$ cat src/rtl/sram_pipe_pkg.sv
package sram_pipe_pkg;
  function automatic int lane_width(input int data_w, input int lanes);
    return data_w / lanes;
  endfunction
endpackage

$ cat src/rtl/sram_wr_stage.sv
module sram_wr_stage #(
  parameter int ADDR_W = 8,
  parameter int DATA_W = 18,
  parameter int LANES  = 2
) (
  input  logic              clk_i,
  input  logic              rst_ni,
  input  logic              sel_i,
  input  logic              proc_strobe_i,
  input  logic              gwe_ni,
  input  logic              bwe_ni,
  input  logic [LANES-1:0]  bw_ni,
  input  logic [ADDR_W-1:0] addr_i,
  input  logic [DATA_W-1:0] din_i,
  output logic              rd_cyc_o,
  output logic [LANES-1:0]  wr_mask_o,
  output logic [ADDR_W-1:0] wr_addr_o,
  output logic [DATA_W-1:0] wr_data_o
);
  logic             wr_ok;
  logic             strobe_seen;
  logic [LANES-1:0] lane_we;

  // processor-strobe edge: all write controls masked
  assign wr_ok       = sel_i & ~proc_strobe_i;
  assign strobe_seen = wr_ok & ~(&bw_ni);

  for (genvar l = 0; l < LANES; l++) begin : g_lane_we
    assign lane_we[l] = wr_ok & (~gwe_ni | (~bwe_ni & ~bw_ni[l]));
  end

  assign rd_cyc_o = sel_i & ~(|lane_we) & ~strobe_seen;

  always_ff @(posedge clk_i or negedge rst_ni) begin
    if (!rst_ni) begin
      wr_mask_o <= '0;
      wr_addr_o <= '0;
      wr_data_o <= '0;
    end else begin
      wr_mask_o <= lane_we;
      if (|lane_we) begin
        wr_addr_o <= addr_i;
        wr_data_o <= din_i;
      end
    end
  end
endmodule

$ cat src/rtl/sram_array.sv
module sram_array #(
  parameter int ADDR_W = 8,
  parameter int DATA_W = 18,
  parameter int LANES  = 2
) (
  input  logic              clk_i,
  input  logic              rst_ni,
  input  logic [LANES-1:0]  wr_mask_i,
  input  logic [ADDR_W-1:0] wr_addr_i,
  input  logic [DATA_W-1:0] wr_data_i,
  input  logic              rd_en_i,
  input  logic [ADDR_W-1:0] rd_addr_i,
  output logic [DATA_W-1:0] rd_data_o
);
  localparam int LANE_W = sram_pipe_pkg::lane_width(DATA_W, LANES);
  localparam int DEPTH  = 1 << ADDR_W;

  logic addr_hit;
  assign addr_hit = (wr_addr_i == rd_addr_i);

  for (genvar l = 0; l < LANES; l++) begin : g_lane
    logic [LANE_W-1:0] mem [DEPTH];
    logic [LANE_W-1:0] lane_q;

    always_ff @(posedge clk_i) begin
      if (wr_mask_i[l]) mem[wr_addr_i] <= wr_data_i[l*LANE_W +: LANE_W];
    end

    // pending lane forwarded so back-to-back RAW sees new data
    always_ff @(posedge clk_i or negedge rst_ni) begin
      if (!rst_ni) begin
        lane_q <= '0;
      end else if (rd_en_i) begin
        lane_q <= (wr_mask_i[l] && addr_hit) ? wr_data_i[l*LANE_W +: LANE_W]
                                             : mem[rd_addr_i];
      end
    end

    assign rd_data_o[l*LANE_W +: LANE_W] = lane_q;
  end
endmodule

$ cat src/rtl/sram_out_ctl.sv
module sram_out_ctl (
  input  logic clk_i,
  input  logic rst_ni,
  input  logic rd_cyc_i,
  input  logic oe_ni,
  output logic dout_en_o
);
  logic rd_act_q;

  always_ff @(posedge clk_i or negedge rst_ni) begin
    if (!rst_ni) rd_act_q <= 1'b0;
    else         rd_act_q <= rd_cyc_i;
  end

  assign dout_en_o = rd_act_q & ~oe_ni;
endmodule

$ cat src/rtl/sram_pipe_top.sv
module sram_pipe_top #(
  parameter int ADDR_W = 8,
  parameter int DATA_W = 18,
  parameter int LANES  = 2
) (
  input  logic              clk_i,
  input  logic              rst_ni,
  input  logic              sel_i,
  input  logic              proc_strobe_i,
  input  logic [ADDR_W-1:0] addr_i,
  input  logic              gwe_ni,
  input  logic              bwe_ni,
  input  logic [LANES-1:0]  bw_ni,
  input  logic              oe_ni,
  input  logic [DATA_W-1:0] din_i,
  output logic [DATA_W-1:0] dout_o,
  output logic              dout_en_o
);
  logic              rd_cyc;
  logic [LANES-1:0]  wr_mask_q;
  logic [ADDR_W-1:0] wr_addr_q;
  logic [DATA_W-1:0] wr_data_q;

  sram_wr_stage #(.ADDR_W(ADDR_W), .DATA_W(DATA_W), .LANES(LANES)) i_wr (
    .clk_i        (clk_i),
    .rst_ni       (rst_ni),
    .sel_i        (sel_i),
    .proc_strobe_i(proc_strobe_i),
    .gwe_ni       (gwe_ni),
    .bwe_ni       (bwe_ni),
    .bw_ni        (bw_ni),
    .addr_i       (addr_i),
    .din_i        (din_i),
    .rd_cyc_o     (rd_cyc),
    .wr_mask_o    (wr_mask_q),
    .wr_addr_o    (wr_addr_q),
    .wr_data_o    (wr_data_q)
  );

  sram_array #(.ADDR_W(ADDR_W), .DATA_W(DATA_W), .LANES(LANES)) i_arr (
    .clk_i    (clk_i),
    .rst_ni   (rst_ni),
    .wr_mask_i(wr_mask_q),
    .wr_addr_i(wr_addr_q),
    .wr_data_i(wr_data_q),
    .rd_en_i  (rd_cyc),
    .rd_addr_i(addr_i),
    .rd_data_o(dout_o)
  );

  sram_out_ctl i_oc (
    .clk_i    (clk_i),
    .rst_ni   (rst_ni),
    .rd_cyc_i (rd_cyc),
    .oe_ni    (oe_ni),
    .dout_en_o(dout_en_o)
  );
endmodule

$ cat config.mk
export PLATFORM = sky130hd
export DESIGN_NAME = sram_pipe_top
export DESIGN_NICKNAME = d
export VERILOG_FILES = /design/src/rtl/sram_pipe_pkg.sv /design/src/rtl/sram_wr_stage.sv /design/src/rtl/sram_array.sv /design/src/rtl/sram_out_ctl.sv /design/src/rtl/sram_pipe_top.sv
export SDC_FILE = /design/constraint.sdc
export NUM_CORES = 2
export LEC_CHECK = 0
export BUFFER_PORTS_ARGS = -buffer_cell sky130_fd_sc_hd__clkbuf_2
export CORE_UTILIZATION = 45
export DETAILED_ROUTE_END_ITERATION = 8
export GPL_TIMING_DRIVEN = 0
export PLACE_DENSITY_LB_ADDON = 0.05
export SLEW_MARGIN = 20
export SYNTH_ARGS = -nofsm -noshare
export SYNTH_HDL_FRONTEND = slang
export SYNTH_MEMORY_MAX_BITS = 65536
export SYNTH_SLANG_ARGS = --single-unit
$ cat constraint.sdc
create_clock -name clk_i -period 5.2 [get_ports clk_i]
set_clock_uncertainty 0.1 [all_clocks]
set_input_delay 0.78 -clock clk_i [delete_from_list [all_inputs] [get_ports clk_i]]
set_output_delay 0.78 -clock clk_i [all_outputs]
set_load 0.02 [all_outputs]
Yosys cells after proc, flatten, opt, wreduce, memory -nomap -nowiden. Memories as Yosys holds them, arrays and structs flattened. A register that Yosys moved wholly into a read port is not among the register bits. Index checks and enable logic that the tools add are counted.

Bits in registers: 29. Bits in writable memories: 4608. Bits of input ports: 35. Output and inout bits: 19. Logic and storage cells: 34. Memories kept: 2.

Mux-type cells: 4. Bitwise operators: 20. Reductions and logical operators: 4.

Memory list: i_arr.g_lane[0].mem (depth 256, width 9, rd ports 1, clocked after memory_dff 1, write ports 1, line sram_array.sv:22) `logic [LANE_W-1:0] mem [DEPTH];`; i_arr.g_lane[1].mem (depth 256, width 9, rd ports 1, clocked after memory_dff 1, write ports 1, line sram_array.sv:22).

Operator list (number): $and 1x1->1 (9); $not 1->1 (9); $mux 1 (4); $logic_not 1->1 (2); $or 1x1->1 (2); $reduce_and 2->1 (1); $reduce_or 2->1 (1).

Depth between registers and ports, before layout.
Depth in word-level cells: 8. Gate-level depth with buffers: 13. Mapped depth without buffers: 7.

Hierarchy. Synthesis repeated with hierarchy kept, for this count alone.

Cell total of the unflattened synthesis: 8254. Area total of the unflattened synthesis: 179626.0 µm².

Modules (own cells, without submodules): sram_array (times used 1, cells each 8188, area an instance 178496.2 µm², seq. area each 138823.1 µm²); sram_wr_stage (times used 1, cells each 64, area an instance 1091.0 µm², seq. area each 700.7 µm²); sram_out_ctl (times used 1, cells each 2, area an instance 38.8 µm², seq. area each 25.0 µm²).

Worst setup path after synthesis. Ideal clock, no wire load.

Kind: reg2reg. From: register i_wr.wr_data_o[7]. To: memory i_arr.g_lane[0].mem[0][7] (netlist name), data pin. Library setup time: 0.806 ns. Arrival: 3.194 ns. Data required time: 4.294 ns. Slack: 1.100 ns. Cell stages (with the launch flop): 1. Path buffers: 0. Period minus slack after synthesis: 4.100 ns. Path through: dfrtp_1.

RTL lines: start: declaration (line sram_wr_stage.sv:18) `output logic [DATA_W-1:0] wr_data_o`; start signal: assignment (line sram_wr_stage.sv:43) `wr_data_o <= din_i;`; end: declaration (line sram_array.sv:22).

Straight into the memory's write port.

==> impl_metrics.py <==
metrics = {
    "status": {
        "failed_checks": "setup timing",
        "status": "complete, but fails checks",
    },
    "detailed_routing": {
        "drc": 0,
        "drt-pass1-iter-count": 8,
        "dr.first_iter.drc_count": 15000,
        "ant_nets": 0,
        "route.final.wire_length_um": 662000,
        "avgViaCountPerCell": 6.51,
        "mean_routed_wirelength_per_cell_um": 44.4,
        "vias": 97100,
    },
    "clocking": {
        "cts_tree": "yes",
        "clkSinkCount": 4655,
        "cts_buffers": 519,
        "clock_transition_at_the_register_clock_pins_on_the_worst_setup_and_hold_paths_after_cts_ns": 0.06,
        "cts_max_level": 6,
        "worstSkewPairLatency_ns": 1.09,
        "cts-root-buf": "sky130_fd_sc_hd__clkbuf_16",
        "cts_max_path_buffers": 4,
    },
    "global_routing": {
        "initial_antenna_violation_count": 71,
        "grt_use_met3": 0.0886,
        "globalRouteOverflowTotal": 0,
        "gr-usage-met2": 0.491,
        "groute.usage.overall": 0.328,
        "groute.layer.met1.usage": 0.444,
        "first_global_vias": 94200,
        "grt-busiest-layer": "met2",
        "maximum_number_of_pins_on_one_net_before_global_route_repair": 74,
        "first_pass_grt_wire_length_um": 867000,
    },
    "placed_design": {
        "dpl_cell_area_mm2": 0.191,
        "total_of_buffers_placed_on_input_and_output_ports": 51,
        "detailedPlacementHpwl_um": 470000,
        "routabilityCongestion": 0.984,
        "placedCellCount": 13900,
    },
    "worst_setup_path": {
        "worst_ep_arrival_time_ns": 6.24,
        "r2r_setup_slack_ns": 0.34,
        "critical-path-max-stage-delay_ns": 1.03,
        "critical_path.slowest_cell": "sky130_fd_sc_hd__clkbuf_1",
        "regToRegStartpoint": "i_wr.wr_addr_o[0]$_DFFE_PN0P_",
        "worstPathCellList": "clkbuf_2 > buf_2 > buf_2 > buf_2 > clkbuf_1 > mux2i_1 > a311oi_1 > o2111ai_2 > o31ai_2",
        "cp.required_ns": 6.08,
        "endpoint_kind": "register",
        "criticalPathCategory": "in -> reg",
        "crit-reg2reg-capture": "i_arr.g_lane[1].lane_q[0]$_DFFE_PN0P_",
        "startpoint_type": "input pin",
        "path_depth_of_the_worst_reg2reg_path": 8,
        "critical_path_peak_fanout": 10,
        "worst_path_most_repeated_cell": "sky130_fd_sc_hd__buf_2",
    },
    "pwr": {
        "power.static_leakage_nw": 65.1,
        "p_clk_frac": 0.410,
        "combPwrFrac": 0.089,
        "power.share.switching": 0.244,
        "net-switching-power_mw": 21.1,
        "pwr-share-seq": 0.502,
        "power.ir.vdd_worst_mv": 0.413,
        "power-per-cell-area_mw_per_mm2": 418,
        "p_int_mw": 65.4,
    },
    "timing": {
        "fin_ws_ns": -0.158,
        "setup_total_negative_slack_ns": -0.196,
        "hold_violations": 0,
        "timing.final.setup_violations": 2,
        "fmax_mhz": 187,
        "slew_viol_final": 0,
        "rsz_0062_raised_after_global_routing": "false",
        "fin_crit_sh": 1.03,
        "timing.final.crit_period_ns": 5.36,
        "timing_worst_slew_pin_value_ns": 1.33,
        "worst_slew_margin_rel": 0.115,
    },
    "run": {
        "drv.max_cap_violation_count": 0,
    },
    "synthesis": {
        "ys_ff_latch": 4655,
        "synthTopCellsByCount": "sky130_fd_sc_hd__edfxtp_1 (4608), sky130_fd_sc_hd__mux4_2 (976), sky130_fd_sc_hd__nor2_1 (584)",
        "syn-mean-instance-area_um2": 21.2,
        "ys_top_cells_by_area": "sky130_fd_sc_hd__edfxtp_1 (77%), sky130_fd_sc_hd__mux4_2 (12%), sky130_fd_sc_hd__mux2i_1 (1.9%), sky130_fd_sc_hd__a22oi_1 (1.3%), sky130_fd_sc_hd__nor2_1 (1.2%)",
        "share_of_the_yosys_chip_area_belonging_to_registers": 0.776,
        "synth.yosys.warnings": 0,
        "synth_top_area_share": 0.770,
        "netlist_area_mm2": 0.180,
        "synthDistinctLibCells": 70,
        "number_of_enable_type_register_cells_in_the_synthesized_netlist": 4608,
        "synthMostInstantiatedCell": "sky130_fd_sc_hd__edfxtp_1",
        "synth_fp_nets": 8522,
        "synth-async-reset-ratio": 0.0101,
        "post-synth-top-area-cell": "sky130_fd_sc_hd__edfxtp_1",
        "gate_count_after_technology_mapping": 8487,
        "synthFlopType": "sky130_fd_sc_hd__edfxtp_1",
    },
    "worst_hold_path": {
        "worstHoldStart": "proc_strobe_i",
        "worst_hold_path.num_cells": 2,
        "hold-path-endpoint": "i_wr.wr_mask_o[0]$_DFF_PN0_",
        "holdCritPathClass": "in -> reg",
    },
    "cells_and_area": {
        "multiInputGateArea_mm2": 0.0375,
        "flow.area_growth_from_synthesis_pct": 15.3,
        "fill_cells": 31100,
        "post_layout_nonfiller_instances": 14900,
        "post_route_cells_drive_above_1_share": 0.250,
        "post_route_cell_area_mm2": 0.207,
        "final_core_util": 0.522,
        "final_nets": 9272,
        "final-seq-area_mm2": 0.140,
    },
    "floorplanning": {
        "fp.dieH_um": 634,
        "pin_count": 54,
        "floorplan.die_area_mm2": 0.402,
        "initial_core_util": 0.453,
        "fp.coreArea_mm2": 0.397,
        "die_span_x_um": 634,
        "core.rowCount": 231,
    },
}
## worst max path at each step
stage	slack, ns	cells past startpoint	to	startpoint
floorplan	1.10	0	i_arr.g_lane[0].mem[0][7]$_DFFE_PP_	i_wr.wr_data_o[7]$_DFFE_PN0P_
global placement	-4.59	0	i_arr.g_lane[1].mem[136][6]$_DFFE_PP_	i_wr.wr_data_o[15]$_DFFE_PN0P_
detailed placement	-1.32	12	i_arr.g_lane[1].lane_q[6]$_DFFE_PN0P_	addr_i[1]
CTS	0.17	12	i_arr.g_lane[1].lane_q[6]$_DFFE_PN0P_	addr_i[1]
global route	0.15	12	i_arr.g_lane[1].lane_q[4]$_DFFE_PN0P_	addr_i[1]
finish	-0.16	9	i_arr.g_lane[1].lane_q[0]$_DFFE_PN0P_	addr_i[4]
## through the flow
stage	setup WS [ns]	power [mW]	hold WS, ns
final	-0.158	86.6	0.0589
after global placement	-4.59	51.9	0.467
after CTS	0.171	86.5	0.0571
after global routing	0.154	88.1	0.0399
after detailed placement	-1.32	51.7	0.533
after floorplan	1.10	47.4	0.384
## worst max-delay path: cells and delay by family
family | cells | cell delay (ns)
compound gates | 3 | 1.83
mux | 1 | 0.45
buf+inv | 5 | 3.10
## power groups by stage
stage               logic [mW]  clock network, mW  registers, mW
detailed placement        7.47                  0           44.2
floorplan                 2.05                  0           45.3
CTS                       7.48               35.6           43.4
global route              7.70               37.0           43.4
finish                    7.67               35.5           43.4
global placement          4.41                  0           47.4
## per-layer routing
| layer | up-vias | wire [um] |
|---|---|---|
| met4 | 16 | 39600 |
| met3 | 1292 | 71900 |
| li1 | 37100 | - |
| met5 | - | 636 |
| met1 | 52700 | 254000 |
| met2 | 5981 | 297000 |
## sequential cells by signal, indices dropped and copies added, names as in the netlist
register,count
i_wr.wr_mask_o,2
i_oc.rd_act_q,1
i_wr.wr_addr_o,8
i_arr.g_lane.mem,4608
i_arr.g_lane.lane_q,18
i_wr.wr_data_o,18
## what timing repair did
| item | CTS | global route |
|---|---|---|
| endpoints found under the hold margin | 65 | 0 |
| gates resized for setup | 3 | 0 |
| setup endpoints to repair | 7 | 0 |
| hold buffers | 20 | 0 |
| setup buffers | 0 | 0 |
## layout by cell type (no fill, tap or decap), drive strengths merged, types with 12 or more instances in the layout
cell	Yosys	layout
buf	315	473
mux2	23	23
o22a	25	25
edfxtp	4608	4608
a31oi	20	20
mux4	990	990
nand3	62	62
a21oi	91	91
mux2i	350	350
clkbuf	217	930
diode	0	39
nor3	55	55
nor4	21	21
a32oi	13	13
a22oi	310	310
o41ai	15	15
o21ai	37	37
and2	50	50
o31ai	15	15
nor2	586	586
o22ai	103	103
clkinv	0	199
a211oi	69	69
a221oi	22	22
or3	12	12
nor2b	21	21
nand2	211	211
dlygate4sd3	0	20
nand4	57	57
a22o	18	18
dfrtp	47	47
o221ai	36	36
bufinv	0	26
inv	6	21
## kinds of logic (layout without fill, tap and decap cells)
family	Yosys count	after routing	synth area share
flops	4655	4655	0.776
mux	1363	1363	0.145
simple gates	1121	1121	0.0279
compound gates	802	802	0.0323
buf+inv	538	1677	0.0178
xor+xnor	8	8	0.000390
other cells	0	39	0
## layout make-up
cell class                      instances  share of cell area
Sequential cell                      4655               0.674
Tap cell                             5242              0.0317
Timing Repair Buffer                  229              0.0194
Buffer                                532              0.0161
Clock buffer                          662              0.0683
Antenna cell                           39            0.000471
Inverter                                6            0.000109
Clock inverter                        248             0.00923
Multi-Input combinational cell       3294               0.181
(Power assumes the default switching activity.)
